[src/rtl/adcsc_pkg.sv]
package adcsc_pkg;

    localparam int CNT_W       = 5;
    localparam int FRAME_SLOTS = 16;
    localparam int LEAD_ZEROS  = 4;
    localparam int PD_FIRST    = 2;
    localparam int PD_LAST     = 9;
    localparam int WAKE_EDGE   = 11;

    typedef logic [CNT_W-1:0] edge_cnt_t;

    typedef struct packed {
        logic cs_fall;
        logic cs_rise;
        logic sclk_fall;
        logic sclk_rise;
    } bus_evt_t;

    // Bit driven at frame position pos for a result of width res held right aligned in word.
    function automatic logic frame_bit(input edge_cnt_t pos, input logic [FRAME_SLOTS-1:0] word,
                                       input int res);
        int p;
        int idx;
        p = int'(pos);
        if (p < LEAD_ZEROS || p >= LEAD_ZEROS + res) begin
            return 1'b0;
        end
        idx = res - 1 - (p - LEAD_ZEROS);
        return word[4'(idx)];
    endfunction

    // True when a chip-select release after cnt falling edges sends the block to power-down.
    function automatic logic in_pd_window(input edge_cnt_t cnt);
        return (int'(cnt) >= PD_FIRST) && (int'(cnt) <= PD_LAST);
    endfunction

endpackage

[src/rtl/adcsc_edge_det.sv]
module adcsc_edge_det
    import adcsc_pkg::*;
(
    input  logic     clk,
    input  logic     rst,
    input  logic     sclk,
    input  logic     cs_n,
    output bus_evt_t evt
);
    logic cs_q;
    logic sclk_q;

    always_ff @(posedge clk) begin
        if (rst) begin
            cs_q   <= 1'b1;
            sclk_q <= 1'b1;
        end else begin
            cs_q   <= cs_n;
            sclk_q <= sclk;
        end
    end

    // Serial clock edges count only once chip select has already been low for a sample.
    always_comb begin
        evt.cs_fall   = cs_q & ~cs_n;
        evt.cs_rise   = ~cs_q & cs_n;
        evt.sclk_fall = sclk_q & ~sclk & ~cs_n & ~cs_q;
        evt.sclk_rise = ~sclk_q & sclk & ~cs_n & ~cs_q;
    end
endmodule

[src/rtl/adcsc_edge_ctr.sv]
module adcsc_edge_ctr
    import adcsc_pkg::*;
(
    input  logic      clk,
    input  logic      rst,
    input  bus_evt_t  evt,
    output edge_cnt_t cnt,
    output edge_cnt_t fall_num
);
    localparam edge_cnt_t CNT_MAX = '1;

    assign fall_num = (cnt == CNT_MAX) ? cnt : cnt + edge_cnt_t'(1);

    always_ff @(posedge clk) begin
        if (rst) begin
            cnt <= '0;
        end else if (evt.cs_fall) begin
            cnt <= '0;
        end else if (evt.sclk_fall) begin
            cnt <= fall_num;
        end
    end
endmodule

[src/rtl/adcsc_phase_ctrl.sv]
module adcsc_phase_ctrl
    import adcsc_pkg::*;
#(
    parameter int RES_BITS = 10
) (
    input  logic      clk,
    input  logic      rst,
    input  bus_evt_t  evt,
    input  edge_cnt_t cnt,
    input  edge_cnt_t fall_num,
    output logic      converting,
    output logic      acquiring,
    output logic      powered_down,
    output logic      frame_invalid
);
    localparam edge_cnt_t CONV_END = edge_cnt_t'(RES_BITS + LEAD_ZEROS);
    localparam edge_cnt_t ACQ_EDGE = edge_cnt_t'(RES_BITS + LEAD_ZEROS - 1);
    localparam edge_cnt_t WAKE_AT  = edge_cnt_t'(WAKE_EDGE);

    logic missed_acq;
    logic frame_in_pd;

    always_ff @(posedge clk) begin
        if (rst) begin
            converting    <= 1'b0;
            acquiring     <= 1'b0;
            powered_down  <= 1'b0;
            frame_invalid <= 1'b0;
            missed_acq    <= 1'b0;
            frame_in_pd   <= 1'b0;
        end else begin
            if (evt.cs_fall) begin
                frame_invalid <= powered_down | missed_acq;
                frame_in_pd   <= powered_down;
                converting    <= ~powered_down;
                acquiring     <= 1'b0;
            end
            if (evt.sclk_fall) begin
                if (fall_num == CONV_END) begin
                    converting <= 1'b0;
                end
                if (powered_down && fall_num == WAKE_AT) begin
                    powered_down <= 1'b0;
                end
            end
            if (evt.sclk_rise && !frame_in_pd && !acquiring && cnt >= ACQ_EDGE) begin
                acquiring <= 1'b1;
            end
            if (evt.cs_rise) begin
                converting <= 1'b0;
                if (frame_in_pd) begin
                    missed_acq <= 1'b0;
                end else begin
                    missed_acq <= ~acquiring;
                    if (in_pd_window(cnt)) begin
                        powered_down <= 1'b1;
                    end
                end
            end
        end
    end
endmodule

[src/rtl/adcsc_shifter.sv]
module adcsc_shifter
    import adcsc_pkg::*;
#(
    parameter int RES_BITS = 10
) (
    input  logic                clk,
    input  logic                rst,
    input  bus_evt_t            evt,
    input  edge_cnt_t           fall_num,
    input  logic [RES_BITS-1:0] sample_word,
    output logic                sdo_data,
    output logic                sdo_oe
);
    localparam edge_cnt_t LAST_SLOT = edge_cnt_t'(FRAME_SLOTS);

    logic [FRAME_SLOTS-1:0] held;

    always_ff @(posedge clk) begin
        if (rst) begin
            held     <= '0;
            sdo_data <= 1'b0;
            sdo_oe   <= 1'b0;
        end else if (evt.cs_fall) begin
            held     <= FRAME_SLOTS'(sample_word);
            sdo_data <= 1'b0;
            sdo_oe   <= 1'b1;
        end else if (evt.cs_rise) begin
            sdo_data <= 1'b0;
            sdo_oe   <= 1'b0;
        end else if (evt.sclk_fall) begin
            if (fall_num >= LAST_SLOT) begin
                sdo_data <= 1'b0;
                sdo_oe   <= 1'b0;
            end else begin
                sdo_data <= frame_bit(fall_num, held, RES_BITS);
            end
        end
    end
endmodule

[src/rtl/adc_serial_ctrl.sv]
module adc_serial_ctrl
    import adcsc_pkg::*;
#(
    parameter int RES_BITS = 10
) (
    input  logic                clk,
    input  logic                rst,
    input  logic                sclk,
    input  logic                cs_n,
    input  logic [RES_BITS-1:0] sample_word,
    output logic                sdo_data,
    output logic                sdo_oe,
    output logic                converting,
    output logic                acquiring,
    output logic                powered_down,
    output logic                frame_invalid
);
    bus_evt_t  evt;
    edge_cnt_t edge_cnt;
    edge_cnt_t fall_num;

    adcsc_edge_det u_edge (
        .clk  (clk),
        .rst  (rst),
        .sclk (sclk),
        .cs_n (cs_n),
        .evt  (evt)
    );

    adcsc_edge_ctr u_ctr (
        .clk      (clk),
        .rst      (rst),
        .evt      (evt),
        .cnt      (edge_cnt),
        .fall_num (fall_num)
    );

    adcsc_phase_ctrl #(.RES_BITS(RES_BITS)) u_phase (
        .clk           (clk),
        .rst           (rst),
        .evt           (evt),
        .cnt           (edge_cnt),
        .fall_num      (fall_num),
        .converting    (converting),
        .acquiring     (acquiring),
        .powered_down  (powered_down),
        .frame_invalid (frame_invalid)
    );

    adcsc_shifter #(.RES_BITS(RES_BITS)) u_shift (
        .clk         (clk),
        .rst         (rst),
        .evt         (evt),
        .fall_num    (fall_num),
        .sample_word (sample_word),
        .sdo_data    (sdo_data),
        .sdo_oe      (sdo_oe)
    );
endmodule

[config.mk]
export PLATFORM = sky130hd
export DESIGN_NAME = adc_serial_ctrl
export DESIGN_NICKNAME = d
export VERILOG_FILES = /design/src/rtl/adcsc_pkg.sv /design/src/rtl/adcsc_edge_det.sv /design/src/rtl/adcsc_edge_ctr.sv /design/src/rtl/adcsc_phase_ctrl.sv /design/src/rtl/adcsc_shifter.sv /design/src/rtl/adc_serial_ctrl.sv
export SDC_FILE = /design/constraint.sdc
export NUM_CORES = 1
export LEC_CHECK = 0
export ABC_CLOCK_PERIOD_IN_PS = 2500
export BUFFER_PORTS_ARGS = -buffer_cell sky130_fd_sc_hd__clkbuf_2
export CAP_MARGIN = 20
export CORE_MARGIN = 3
export CORE_UTILIZATION = 50
export CTS_CLUSTER_SIZE = 16
export DETAILED_ROUTE_END_ITERATION = 10
export GPL_TIMING_DRIVEN = 0
export PLACE_DENSITY = 0.74
export SLEW_MARGIN = 20
export SYNTH_ARGS = -nofsm -noshare
export SYNTH_HDL_FRONTEND = slang
export SYNTH_SLANG_ARGS = --single-unit
[constraint.sdc]
create_clock -name clk -period 2.5 [get_ports clk]
set_clock_uncertainty 0.05 [all_clocks]
set_input_delay 0.25 -clock clk [delete_from_list [all_inputs] [get_ports clk]]
set_output_delay 0.25 -clock clk [all_outputs]
set_load 0.02 [all_outputs]
* Word-level counts from Yosys, hierarchy flattened
Index checks and enable logic that the tools add are counted.
** Cells by class
- Magnitude comparators :: 7
- Bitwise logic cells :: 15
- Reductions and logical operators :: 15
- Add/subtract/negate cells :: 3
- Equal/unequal tests :: 3
- Multiplexer cells :: 28
** Operators by type and width (number)
- two-way mux 1 bit :: 26
- equality test 5 x 4 -> 1 bit, second input constant :: 2
- >= comparator 5 x 4 -> 1 bit, second input constant :: 2
- bitwise AND 1 bit :: 8
- less-than comparator 4 x 6 -> 1 bit, second input constant :: 1
- NOT 1 bit :: 6
- nonzero test 3 bit :: 2
- adder 5 x 1 -> 5 bit, second input constant :: 1
- equality test 5 bit, second input constant :: 1
- >= comparator 5 x 2 -> 1 bit, second input constant :: 1
- >= comparator 5 bit, second input constant :: 1
- <= comparator 5 x 4 -> 1 bit, second input constant :: 1
- logical AND 1 bit :: 5
- less-than comparator 5 x 3 -> 1 bit, second input constant :: 1
- two-way mux 5 bit :: 1
- binary-select mux 1 bit (select 4 bit) :: 1
- OR reduction 2 bit :: 2
- subtractor 4 x 3 -> 4 bit, second input constant :: 1
- subtractor 4 bit, first input constant :: 1
- OR reduction 3 bit :: 1
- zero test 1 bit :: 2
- AND reduction 2 bit :: 1
- nonzero test 2 bit :: 1
- logical OR 1 bit :: 1
- OR 1 bit :: 1
** Storage, ports and cells
- Register bits after elaboration :: 25
- Word-level logic and storage cells :: 83

* Longest topological paths before layout
Gate-level depths: netlist of run 1.
- Depth in word-level cells :: 12
- Mapped depth :: 11
- Gate-level depth less buffers :: 10

* Cells and area by module
Synthesis of run 1 repeated with hierarchy kept, for this count alone.
** Second synthesis, totals
- Cells, all modules :: 132
- Area total of the unflattened synthesis :: 1241.2 µm²
** Modules (own cells, without submodules)
- adcsc_shifter :: cells an instance 56, sequential area each 240.2 µm², times used 1, area an instance 556.8 µm²
- adcsc_edge_ctr :: cells an instance 38, sequential area each 100.1 µm², times used 1, area an instance 314.1 µm²
- adcsc_phase_ctrl :: cells an instance 30, sequential area each 120.1 µm², times used 1, area an instance 282.8 µm²
- adcsc_edge_det :: cells an instance 8, sequential area each 40.0 µm², times used 1, area an instance 87.6 µm²

* Least setup slack after synthesis of run 1
No wires, ideal clock.
- Path kind :: flip-flop to flip-flop
- From :: reg u_ctr.cnt[1]
- To :: reg u_shift.sdo_data
- Arrival :: 2.368 ns
- Cell stages (with the launch flop) :: 10
- Data required time :: 2.332 ns
- Setup slack :: -0.036 ns
- Path through :: dfxtp_1 > ha_1 > buf_4 > nand4_2 > mux2_2 > inv_1 > ha_1 > mux4_1 > o221ai_2 > o21ai_1
** On the way
- Cells in the longest elaborated chain, start to end :: 12
** Ends and longest elaborated chain
- from (decl) :: RTL line adcsc_edge_ctr.sv:7 : output edge_cnt_t cnt,
- from (signal assigned) :: RTL line adcsc_edge_ctr.sv:20 : cnt <= fall_num;
- adder 5 x 1 -> 5 bit / equality test 5 bit (equally long branches) :: RTL line adcsc_edge_ctr.sv:12 : assign fall_num = (cnt == CNT_MAX) ? cnt : cnt + edge_cnt_t'(1);
- two-way mux 5 bit * :: RTL line adcsc_edge_ctr.sv:12
- named net fall_num[1] :: RTL line adc_serial_ctrl.sv:20 : edge_cnt_t fall_num;
- branches (longest 9 deep; another with subtractor 4 x 3 -> 4 bit)
- two-way mux 1 bit * :: RTL line adcsc_shifter.sv:31 : if (fall_num >= LAST_SLOT) begin
- to (signal assigned) :: RTL line adcsc_shifter.sv:35 : sdo_data <= frame_bit(fall_num, held, RES_BITS);
- to (decl) :: RTL line adcsc_shifter.sv:11 : output logic sdo_data,
Mark *: on every way through the listed nets, which the timed path passes. The select of a mux whose other input is x is not followed.
A chain may end at the register's enable or synchronous reset.

* Worst setup path in the final report of run 1
- From :: reg u_ctr.cnt[0]
- To :: reg u_shift.sdo_data
The elaborated chain is that of the path after synthesis.

==> metrics.txt, run 1 <==
die height=58.8 um; Slew HR=58.7%; VDD IR max=449 uV; Pre-antenna DRT Iters=4; final core utilization=62.1%; FFs w/ async S/R, synth=0%; Yosys cell types=44; # setup viols final=0; WP data required=2680 ps; final net count=196; Mapped Area=1390 um^2; Seq/Total Area, Yosys=36.0%; Detailed Route Iter0 Violations=26; dpl hpwl=2.21 mm; Synth Register Bits=25; CTS root buf=clkbuf_4; syn_nets=170; Placed Instances=199; Arr. time, crit path=2540 ps; die area=3450 um^2; Worst-Margin Slew=617 ps; minimum hold slack=100 ps; MaxCap Viol Count=0; vias=1176; kind of critical path=flop to flop; P per Cell Area=435 nW/um^2; routability cong.=0.804; f_max=423 MHz; commonest non-fill, non-tap cell in the layout=nor2_1; Initial Util=54.2%; Cell Count, Final, Fillers Out=205; Clock Latency Late Sink=320 ps; Worst Hold Class=input pin to flop; Worst Setup End Kind=flop; CTS Buf Count=3; final worst path period share=94.6%; number of flops mapped to enable cells by yosys=0; CTS sink count=25; RSZ-0062 raised after global routing=false; largest net degree at the start of global routing=16; CTS tree=yes; DR WL/cell=14.2 um; first-pass GRT wire length=4.90 mm; Buffers on Ports=19; total global-route track usage=18.4%; commonest non-fill, non-tap cells in the layout=nor2_1 (27), dfxtp_1 (23), clkbuf_2 (19); htree depth=1; post-DR vias/cell=5.74; Syn Inst Count=150; # rows=18; Power Total=694 uW; Clock Path Buffers=2; vias in the first global route=1104; P_leak=0.672 nW; fin worst setup slack=134 ps; outcome=completed; final WL=2.91 mm; YS warnings=0; share of cells above drive strength 1=28.0%; Routed Antenna Nets=0; Final Hold Viols=0; initial antenna violation count=0; total grt overflow=0; Pins Over Slew Limit=0; Synth Flop Type=dfxtp_1; mean area per synthesized cell=9.28 um^2; area delta synth->final=14.7%; ant diodes=0; drt drc=0; clk slew on worst S/H paths=140 ps; startpoint types=flop; Place WS=-221 ps; Die X-Extent=58.8 um; CP Max Fanout=8; minimum clock period=2370 ps; Core ar.=2570 um^2; # IOs=20
report_power, final:
group	total, mW	internal [mW]	switching, mW	leakage, nW
logic	0.0837	0.0392	0.0445	0.452
registers	0.424	0.414	0.0101	0.206
clock network	0.186	0.0612	0.125	0.0139
layout make-up:
cell class / instances / area, um^2
Fill cell: 247 / 972
Multi-Input combinational cell: 108 / 822
Sequential cell: 25 / 505
Timing Repair Buffer: 21 / 110
Buffer: 10 / 63.8
Tap cell: 30 / 37.5
Inverter: 7 / 26.3
Clock buffer: 3 / 22.5
Clock inverter: 1 / 7.51
synth_stat cells (2+ instances only):
library cell / number / area [um^2]
a211oi_1: 3 / 22.5
a21o_1: 2 / 15.0
a21oi_1: 6 / 30.0
a31oi_1: 3 / 18.8
buf_2: 3 / 15.0
buf_4: 2 / 15.0
buf_6: 2 / 22.5
clkbuf_1: 3 / 11.3
dfxtp_1: 25 / 500
ha_1: 6 / 75.1
inv_1: 7 / 26.3
mux2i_1: 15 / 150
nand2_1: 7 / 26.3
nand3_1: 4 / 20.0
nand4_1: 2 / 12.5
nor2_1: 27 / 101
o21ai_0: 2 / 10.0
o41ai_1: 2 / 17.5
or2_2: 2 / 12.5
xnor2_1: 3 / 26.3
per-layer routing:
| metal | GRT usage [%] | wire (um) |
|---|---|---|
| met3 | 4.39 | 80 |
| met5 | 0 | 0 |
| met4 | 7.12 | 48 |
| met2 | 30.4 | 1450 |
| met1 | 23.0 | 1330 |
registers in the layout (all words and copies together), names as in the netlist:
name                   cells
u_phase.powered_down       1
u_shift.sdo_oe             1
u_phase.converting         1
u_shift.sdo_data           1
u_shift.held              10
u_phase.acquiring          1
u_edge.cs_q                1
u_phase.missed_acq         1
u_phase.frame_in_pd        1
u_ctr.cnt                  5
u_phase.frame_invalid      1
u_edge.sclk_q              1
worst max-delay path: stages, from the launching register on:
cell      delay, ps
dfxtp_2         380
buf_6           130
inv_1            90
ha_1            300
mux2_4          290
inv_2            90
ha_4            180
mux4_2          540
o221ai_2        180
o21ai_1          70
logic make-up (layout without fill, tap and decap cells):
kind of cell               after synthesis  after routing  share of synthesized area (%)
and+or+nand+nor                         55             55                           21.7
AOI/OAI and AO/OA                       26             26                           13.5
DFF                                     25             25                           36.0
muxes                                   18             18                           15.1
buffers and inverters                   17             42                           6.47
adders and majority gates                6              6                           5.40
xor gates and xnor gates                 3              3                           1.89
repair_timing:
item | CTS | global route
setup endpoints to repair | 1 | 1
buffers inserted | 0 | 2
gates resized for setup | 6 | 1
pin swaps | 0 | 2
hold buffers | 0 | 0
metrics by stage:
stage	setup TNS, ps	area (um^2)
final	0	1600
after global routing	0	1600
after CTS	0	1580
after detailed placement	-221	1540
after global placement	-173	1540
after floorplan	0	1400
final timing paths:
path,from,to,slack [ps],depth (start not counted)
worst max-delay path,u_ctr.cnt[0],u_shift.sdo_data,130,9
worst min-delay path,sample_word[7],u_shift.held[7],100,3
worst max register to register,u_ctr.cnt[0],u_shift.sdo_data,130,9
worst min register to register,u_shift.sdo_data,u_shift.sdo_data,440,2
Power figures use the tool's default switching activity.
==> run 2: changes to the inputs <==
--- a/config.mk
+++ b/config.mk
@@ -6,7 +6,7 @@
 export NUM_CORES = 1
 export LEC_CHECK = 0
 export ABC_CLOCK_PERIOD_IN_PS = 2500
-export BUFFER_PORTS_ARGS = -buffer_cell sky130_fd_sc_hd__clkbuf_2
+export BUFFER_PORTS_ARGS = -buffer_cell sky130_fd_sc_hd__buf_2
 export CAP_MARGIN = 20
 export CORE_MARGIN = 3
 export CORE_UTILIZATION = 50
==> metrics.txt, run 2 (same netlist as run 1, synthesis figures left out) <==
first-pass GRT wire length=4.85 mm (was 4.90 mm); # IOs=20 (unchanged); hold depth=3 (unchanged); commonest non-fill, non-tap cell in the layout=nor2_1 (unchanged); Buffers on Ports=19 (unchanged); CTS sink count=25 (unchanged); FF-to-FF path depth=9 (unchanged); die area=3450 um^2 (unchanged); Power Total=696 uW (was 694 uW); P per Cell Area=432 nW/um^2 (was 435 nW/um^2); outcome=completed (unchanged); CP delay by family, top=multiplexers (unchanged); hold path startpoint=sample_word[1] (was sample_word[7]); htree depth=1 (unchanged); CP bufs+invs=3 (unchanged); FF-to-FF setup slack=150 ps (was 130 ps); Most flops, register=u_shift.held (unchanged); Reg power frac=60.9% (was 61.1%); Worst path max stage delay=510 ps (was 540 ps); VDD IR max=427 uV (was 449 uV); total global-route track usage=18.2% (was 18.4%); Slew HR=56.1% (was 58.7%); final worst path period share=94.0% (was 94.6%); # setup viols final=0 (unchanged); Placed Instances=199 (unchanged); top flop regs=u_shift.held: 10 flops, u_ctr.cnt: 5 flops (unchanged); WP data required=2680 ps (about the same); commonest non-fill, non-tap cells in the layout=nor2_1 (27), dfxtp_1 (23), buf_2 (22) (was nor2_1 (27), dfxtp_1 (23), clkbuf_2 (19)); hold path endpoint=u_shift.held[1] (was u_shift.held[7]); Worst Setup End Kind=flop (unchanged); Core ar.=2570 um^2 (unchanged); Worst R2R Start=u_ctr.cnt[0] (unchanged); Slowest-stage cell, CP=mux4_2 (unchanged); minimum clock period=2350 ps (was 2370 ps); Routed Antenna Nets=0 (unchanged); Pins Over Slew Limit=0 (unchanged); DP Area=1540 um^2 (unchanged); Die X-Extent=58.8 um (unchanged); CTS tree=yes (unchanged); startpoint types=flop (unchanged); clock power share=27.1% (was 26.9%); Int Power=515 uW (was 514 uW); post-DR vias/cell=5.60 (was 5.74); clk slew on worst S/H paths=140 ps (about the same); final instance area=1610 um^2 (was 1600 um^2); Arr. time, crit path=2530 ps (was 2540 ps); RSZ-0062 raised after global routing=false (unchanged); Cell Count, Final, Fillers Out=207 (was 205); P_leak=0.683 nW (was 0.672 nW); routability cong.=0.822 (was 0.804); total grt overflow=0 (unchanged); vias in the first global route=1115 (was 1104); minimum hold slack=101 ps (was 100 ps); CTS root buf=clkbuf_4 (unchanged); ant diodes=0 (unchanged); CP Max Fanout=8 (unchanged); largest net degree at the start of global routing=16 (unchanged); worst path cell trace=buf_6 > inv_1 > ha_1 > mux2_4 > inv_2 > ha_4 > mux4_2 > a21oi_1 > o21ai_1 (was buf_6 > inv_1 > ha_1 > mux2_4 > inv_2 > ha_4 > mux4_2 > o221ai_2 > o21ai_1); area delta synth->final=15.7% (was 14.7%); CTS Buf Count=3 (unchanged); MaxCap Viol Count=0 (unchanged); Psw=181 uW (was 180 uW); DR WL/cell=14.3 um (was 14.2 um); Post-CTS Hold Buffers=0 (unchanged); Detailed Route Iter0 Violations=36 (was 26); Clock Latency Late Sink=320 ps (about the same); Largest register FFs=10 (unchanged); share of cells above drive strength 1=28.8% (was 28.0%); Clock Path Buffers=2 (unchanged); final core utilization=62.7% (was 62.1%); Pre-antenna DRT Iters=6 (was 4); Final Hold Viols=0 (unchanged); reg2reg end=u_shift.sdo_data (unchanged); Switching Fraction=26.1% (was 25.9%); Worst-Margin Slew=656 ps (was 617 ps); vias=1159 (was 1176); Combinational Power Share=12.1% (about the same); initial antenna violation count=0 (unchanged); dpl hpwl=2.24 mm (was 2.21 mm); final net count=198 (was 196); Worst Hold Class=input pin to flop (unchanged); Initial Util=54.2% (unchanged); final WL=2.97 mm (was 2.91 mm); kind of critical path=flop to flop (unchanged); drt drc=0 (unchanged); die height=58.8 um (unchanged); f_max=426 MHz (was 423 MHz); # rows=18 (unchanged)
## run 2: changes by cell type in the layout (fill, tap and decap cells not counted), sizes merged
cell	delta
buf	+21
clkbuf	-19
## run 2: power by group through the flow
stage	logic, mW	registers, mW	clock network, mW
after CTS	0.0844	0.424	0.195
after global placement	0.0803	0.432	0
after global routing	0.0934	0.426	0.214
after floorplan	0.0529	0.435	0
after detailed placement	0.0835	0.434	0
final	0.0840	0.424	0.188
## run 2: worst max path at each step
stage	endpoint	cells past startpoint	slack [ps]	start
2_1_floorplan	u_shift.sdo_data	9	40	u_ctr.cnt[1]
3_3_place_gp	u_shift.sdo_data	9	-170	u_ctr.cnt[1]
3_5_place_dp	u_shift.sdo_data	9	-200	u_ctr.cnt[1]
4_1_cts	u_shift.sdo_data	9	7	u_ctr.cnt[0]
5_1_grt	u_shift.sdo_data	9	40	u_ctr.cnt[0]
6_report	u_shift.sdo_data	9	150	u_ctr.cnt[0]
## run 2: per-layer routing
layer	GRT usage, %	share of wire, %
met4	6.80	1.6
met1	23.2	46
met3	2.63	2.8
met5	0	0
met2	30.9	49
## run 2: final cells by class
class / instances / area [um^2]
Buffer: 10 / 63.8
Clock buffer: 3 / 22.5
Clock inverter: 1 / 7.51
Fill cell: 245 / 957
Inverter: 7 / 26.3
Multi-Input combinational cell: 108 / 822
Sequential cell: 25 / 505
Tap cell: 30 / 37.5
Timing Repair Buffer: 23 / 125
## run 2: worst register-to-register path, cell delays in order (launching register included)
cell and delay [ps]:
dfxtp_2 370, buf_6 130, inv_1 90, ha_1 310, mux2_4 290, inv_2 80, ha_4 170, mux4_2 510
a21oi_1 170, o21ai_1 80
## run 2: repair_timing
item	4_1_cts	5_1_grt
pin swaps	0	1
setup buffers	2	2
setup endpoints to repair	1	1
resized for setup	5	2
## run 2: stage by stage
stage                     worst slack (ps)  TNS (ps)
after floorplan                       41.2         0
after global placement                -170      -170
after detailed placement              -204      -204
after CTS                             7.34         0
after global routing                  37.9         0
final                                  151         0
==> run 3: changes to the inputs <==
--- a/config.mk
+++ b/config.mk
@@ -8,6 +8,7 @@
 export ABC_CLOCK_PERIOD_IN_PS = 2500
 export BUFFER_PORTS_ARGS = -buffer_cell sky130_fd_sc_hd__buf_2
 export CAP_MARGIN = 20
+export CORE_ASPECT_RATIO = 1.4
 export CORE_MARGIN = 3
 export CORE_UTILIZATION = 50
 export CTS_CLUSTER_SIZE = 16
==> metrics.txt, run 3 (same netlist as run 1, synthesis figures left out) <==
f_max=420 MHz (was 426 MHz); Buffers on Ports=19 (unchanged); Layout fillers=254 (was 245); Clock Path Buffers=2 (unchanged); Worst Hold Class=input pin to flop (unchanged); MaxCap Viol Count=0 (unchanged); Worst-Margin Slew=645 ps (was 656 ps); Detailed Route Iter0 Violations=18 (was 36); final net count=196 (was 198); startpoint types=flop (unchanged); Core ar.=2640 um^2 (was 2570 um^2); top flop regs=u_shift.held: 10 flops, u_ctr.cnt: 5 flops (unchanged); fin worst setup slack=122 ps (was 151 ps); CTS sink count=25 (unchanged); total global-route track usage=19.1% (was 18.2%); Pins Over Slew Limit=0 (unchanged); CTS Buf Count=3 (unchanged); die area=3460 um^2 (was 3450 um^2); htree depth=1 (unchanged); Pre-antenna DRT Iters=4 (was 6); ant diodes=0 (unchanged); commonest non-fill, non-tap cell in the layout=nor2_1 (unchanged); kind of critical path=flop to flop (unchanged); Arr. time, crit path=2580 ps (was 2530 ps); # IOs=20 (unchanged); post-DR vias/cell=5.59 (was 5.60); DP Area=1540 um^2 (about the same); Die X-Extent=50.6 um (was 58.8 um); routability cong.=0.933 (was 0.822); initial antenna violation count=0 (unchanged); final core utilization=60.9% (was 62.7%); Final Hold Viols=0 (unchanged); DR WL/cell=13.5 um (was 14.3 um); Largest register FFs=10 (unchanged); vias=1179 (was 1159); commonest non-fill, non-tap cells in the layout=nor2_1 (27), dfxtp_1 (23), buf_2 (22) (unchanged); first-pass GRT wire length=5.00 mm (was 4.85 mm); # rows=22 (was 18); Cell Count, Final, Fillers Out=211 (was 207); final WL=2.85 mm (was 2.97 mm); Slew HR=56.8% (was 56.1%); area delta synth->final=15.6% (was 15.7%); share of cells above drive strength 1=27.4% (was 28.8%); hold path endpoint=u_shift.held[2] (was u_shift.held[1]); hold path startpoint=sample_word[2] (was sample_word[1]); Initial Util=52.7% (was 54.2%); drt drc=0 (unchanged); Worst Setup End Kind=flop (unchanged); total grt overflow=0 (unchanged); die height=68.4 um (was 58.8 um); Worst R2R Start=u_ctr.cnt[0] (unchanged); Clock Latency Late Sink=340 ps (was 320 ps); Place WS=-180 ps (was -204 ps); Routed Antenna Nets=0 (unchanged); Most flops, register=u_shift.held (unchanged); clk slew on worst S/H paths=160 ps (was 140 ps); P per Cell Area=433 nW/um^2 (was 432 nW/um^2); # setup viols final=0 (unchanged); WP data required=2710 ps (was 2680 ps); CTS root buf=clkbuf_4 (unchanged); vias in the first global route=1165 (was 1115); largest net degree at the start of global routing=16 (unchanged); outcome=completed (unchanged); RSZ-0062 raised after global routing=false (unchanged); final instance area=1610 um^2 (about the same); CTS tree=yes (unchanged); FF-to-FF path depth=9 (unchanged); P_leak=0.679 nW (was 0.683 nW); hold depth=3 (unchanged); CP Max Fanout=8 (unchanged); reg2reg end=u_shift.sdo_data (unchanged); final worst path period share=95.1% (was 94.0%); dpl hpwl=2.22 mm (was 2.24 mm); FF-to-FF setup slack=120 ps (was 150 ps); minimum clock period=2380 ps (was 2350 ps); Placed Instances=205 (was 199); VDD IR max=380 uV (was 427 uV)
## run 3: cell count changes in the layout (fill, tap and decap cells not counted)
cell / delta
buf_4: -2
dfxtp_2: -1
dfxtp_4: +1
mux4_1: +1
mux4_2: -1
## run 3: routing by layer
layer / part of all wire, % / global-route usage [%] / vias to the layer above / wire length [um]
met5: 0 / 0 / - / 0
met4: 2.8 / 10.1 / 0 / 81
met3: 2.7 / 2.83 / 9 / 78
met2: 50 / 33.7 / 22 / 1430
met1: 44 / 22.2 / 560 / 1260
li1: - / - / 588 / -
## run 3: worst max-delay path, stage by stage (launching register included)
cell      delay, ps
dfxtp_4         380
ha_1            140
buf_4           160
nand4_4         160
mux2_4          250
inv_2            50
ha_4            300
mux4_1          570
o221ai_2        180
o21ai_1          70
## run 3: area by class of cell
cell class              count  area [um^2]  share of cell area (%)
well taps                  36         45.0                    2.80
multi-input cells         108          826                    51.3
clock buffers               3         22.5                    1.40
inverters                   7         26.3                    1.63
flip-flops and latches     25          508                    31.6
plain buffers              10         63.8                    3.97
repair buffers             21          110                    6.84
clock inverters             1         7.51                   0.467
## run 3: metrics by stage
stage / setup TNS, ps / hold WS (ps) / total power, mW
after global placement: -153 / 419 / 0.513
after floorplan: 0 / 307 / 0.488
final: 0 / 81.2 / 0.697
after detailed placement: -180 / 419 / 0.516
after global routing: 0 / 94.2 / 0.731
after CTS: 0 / 88.1 / 0.703
## run 3: report_power, final
| part | internal, mW | leakage (nW) | switching, mW |
|---|---|---|---|
| clock | 0.0614 | 0.0139 | 0.131 |
| combinational | 0.0395 | 0.459 | 0.0435 |
| sequential | 0.413 | 0.206 | 0.00943 |
## run 3: how the worst max path moves through the flow
| stage | start | endpoint | slack [ps] | cells past startpoint |
|---|---|---|---|---|
| after CTS | u_ctr.cnt[1] | u_shift.sdo_data | 20 | 9 |
| after floorplan | u_ctr.cnt[1] | u_shift.sdo_data | 40 | 9 |
| after detailed placement | u_ctr.cnt[1] | u_shift.sdo_data | -180 | 9 |
| final | u_ctr.cnt[0] | u_shift.sdo_data | 120 | 9 |
| after global placement | u_ctr.cnt[1] | u_shift.sdo_data | -150 | 9 |
| after global routing | u_ctr.cnt[0] | u_shift.sdo_data | 0.6 | 9 |
## run 3: what timing repair did
item | CTS | global route
hold buffers | 0 | 0
setup buffers | 0 | 2
cloned | 0 | 0
setup endpoints to repair | 1 | 1
resized for setup | 5 | 2
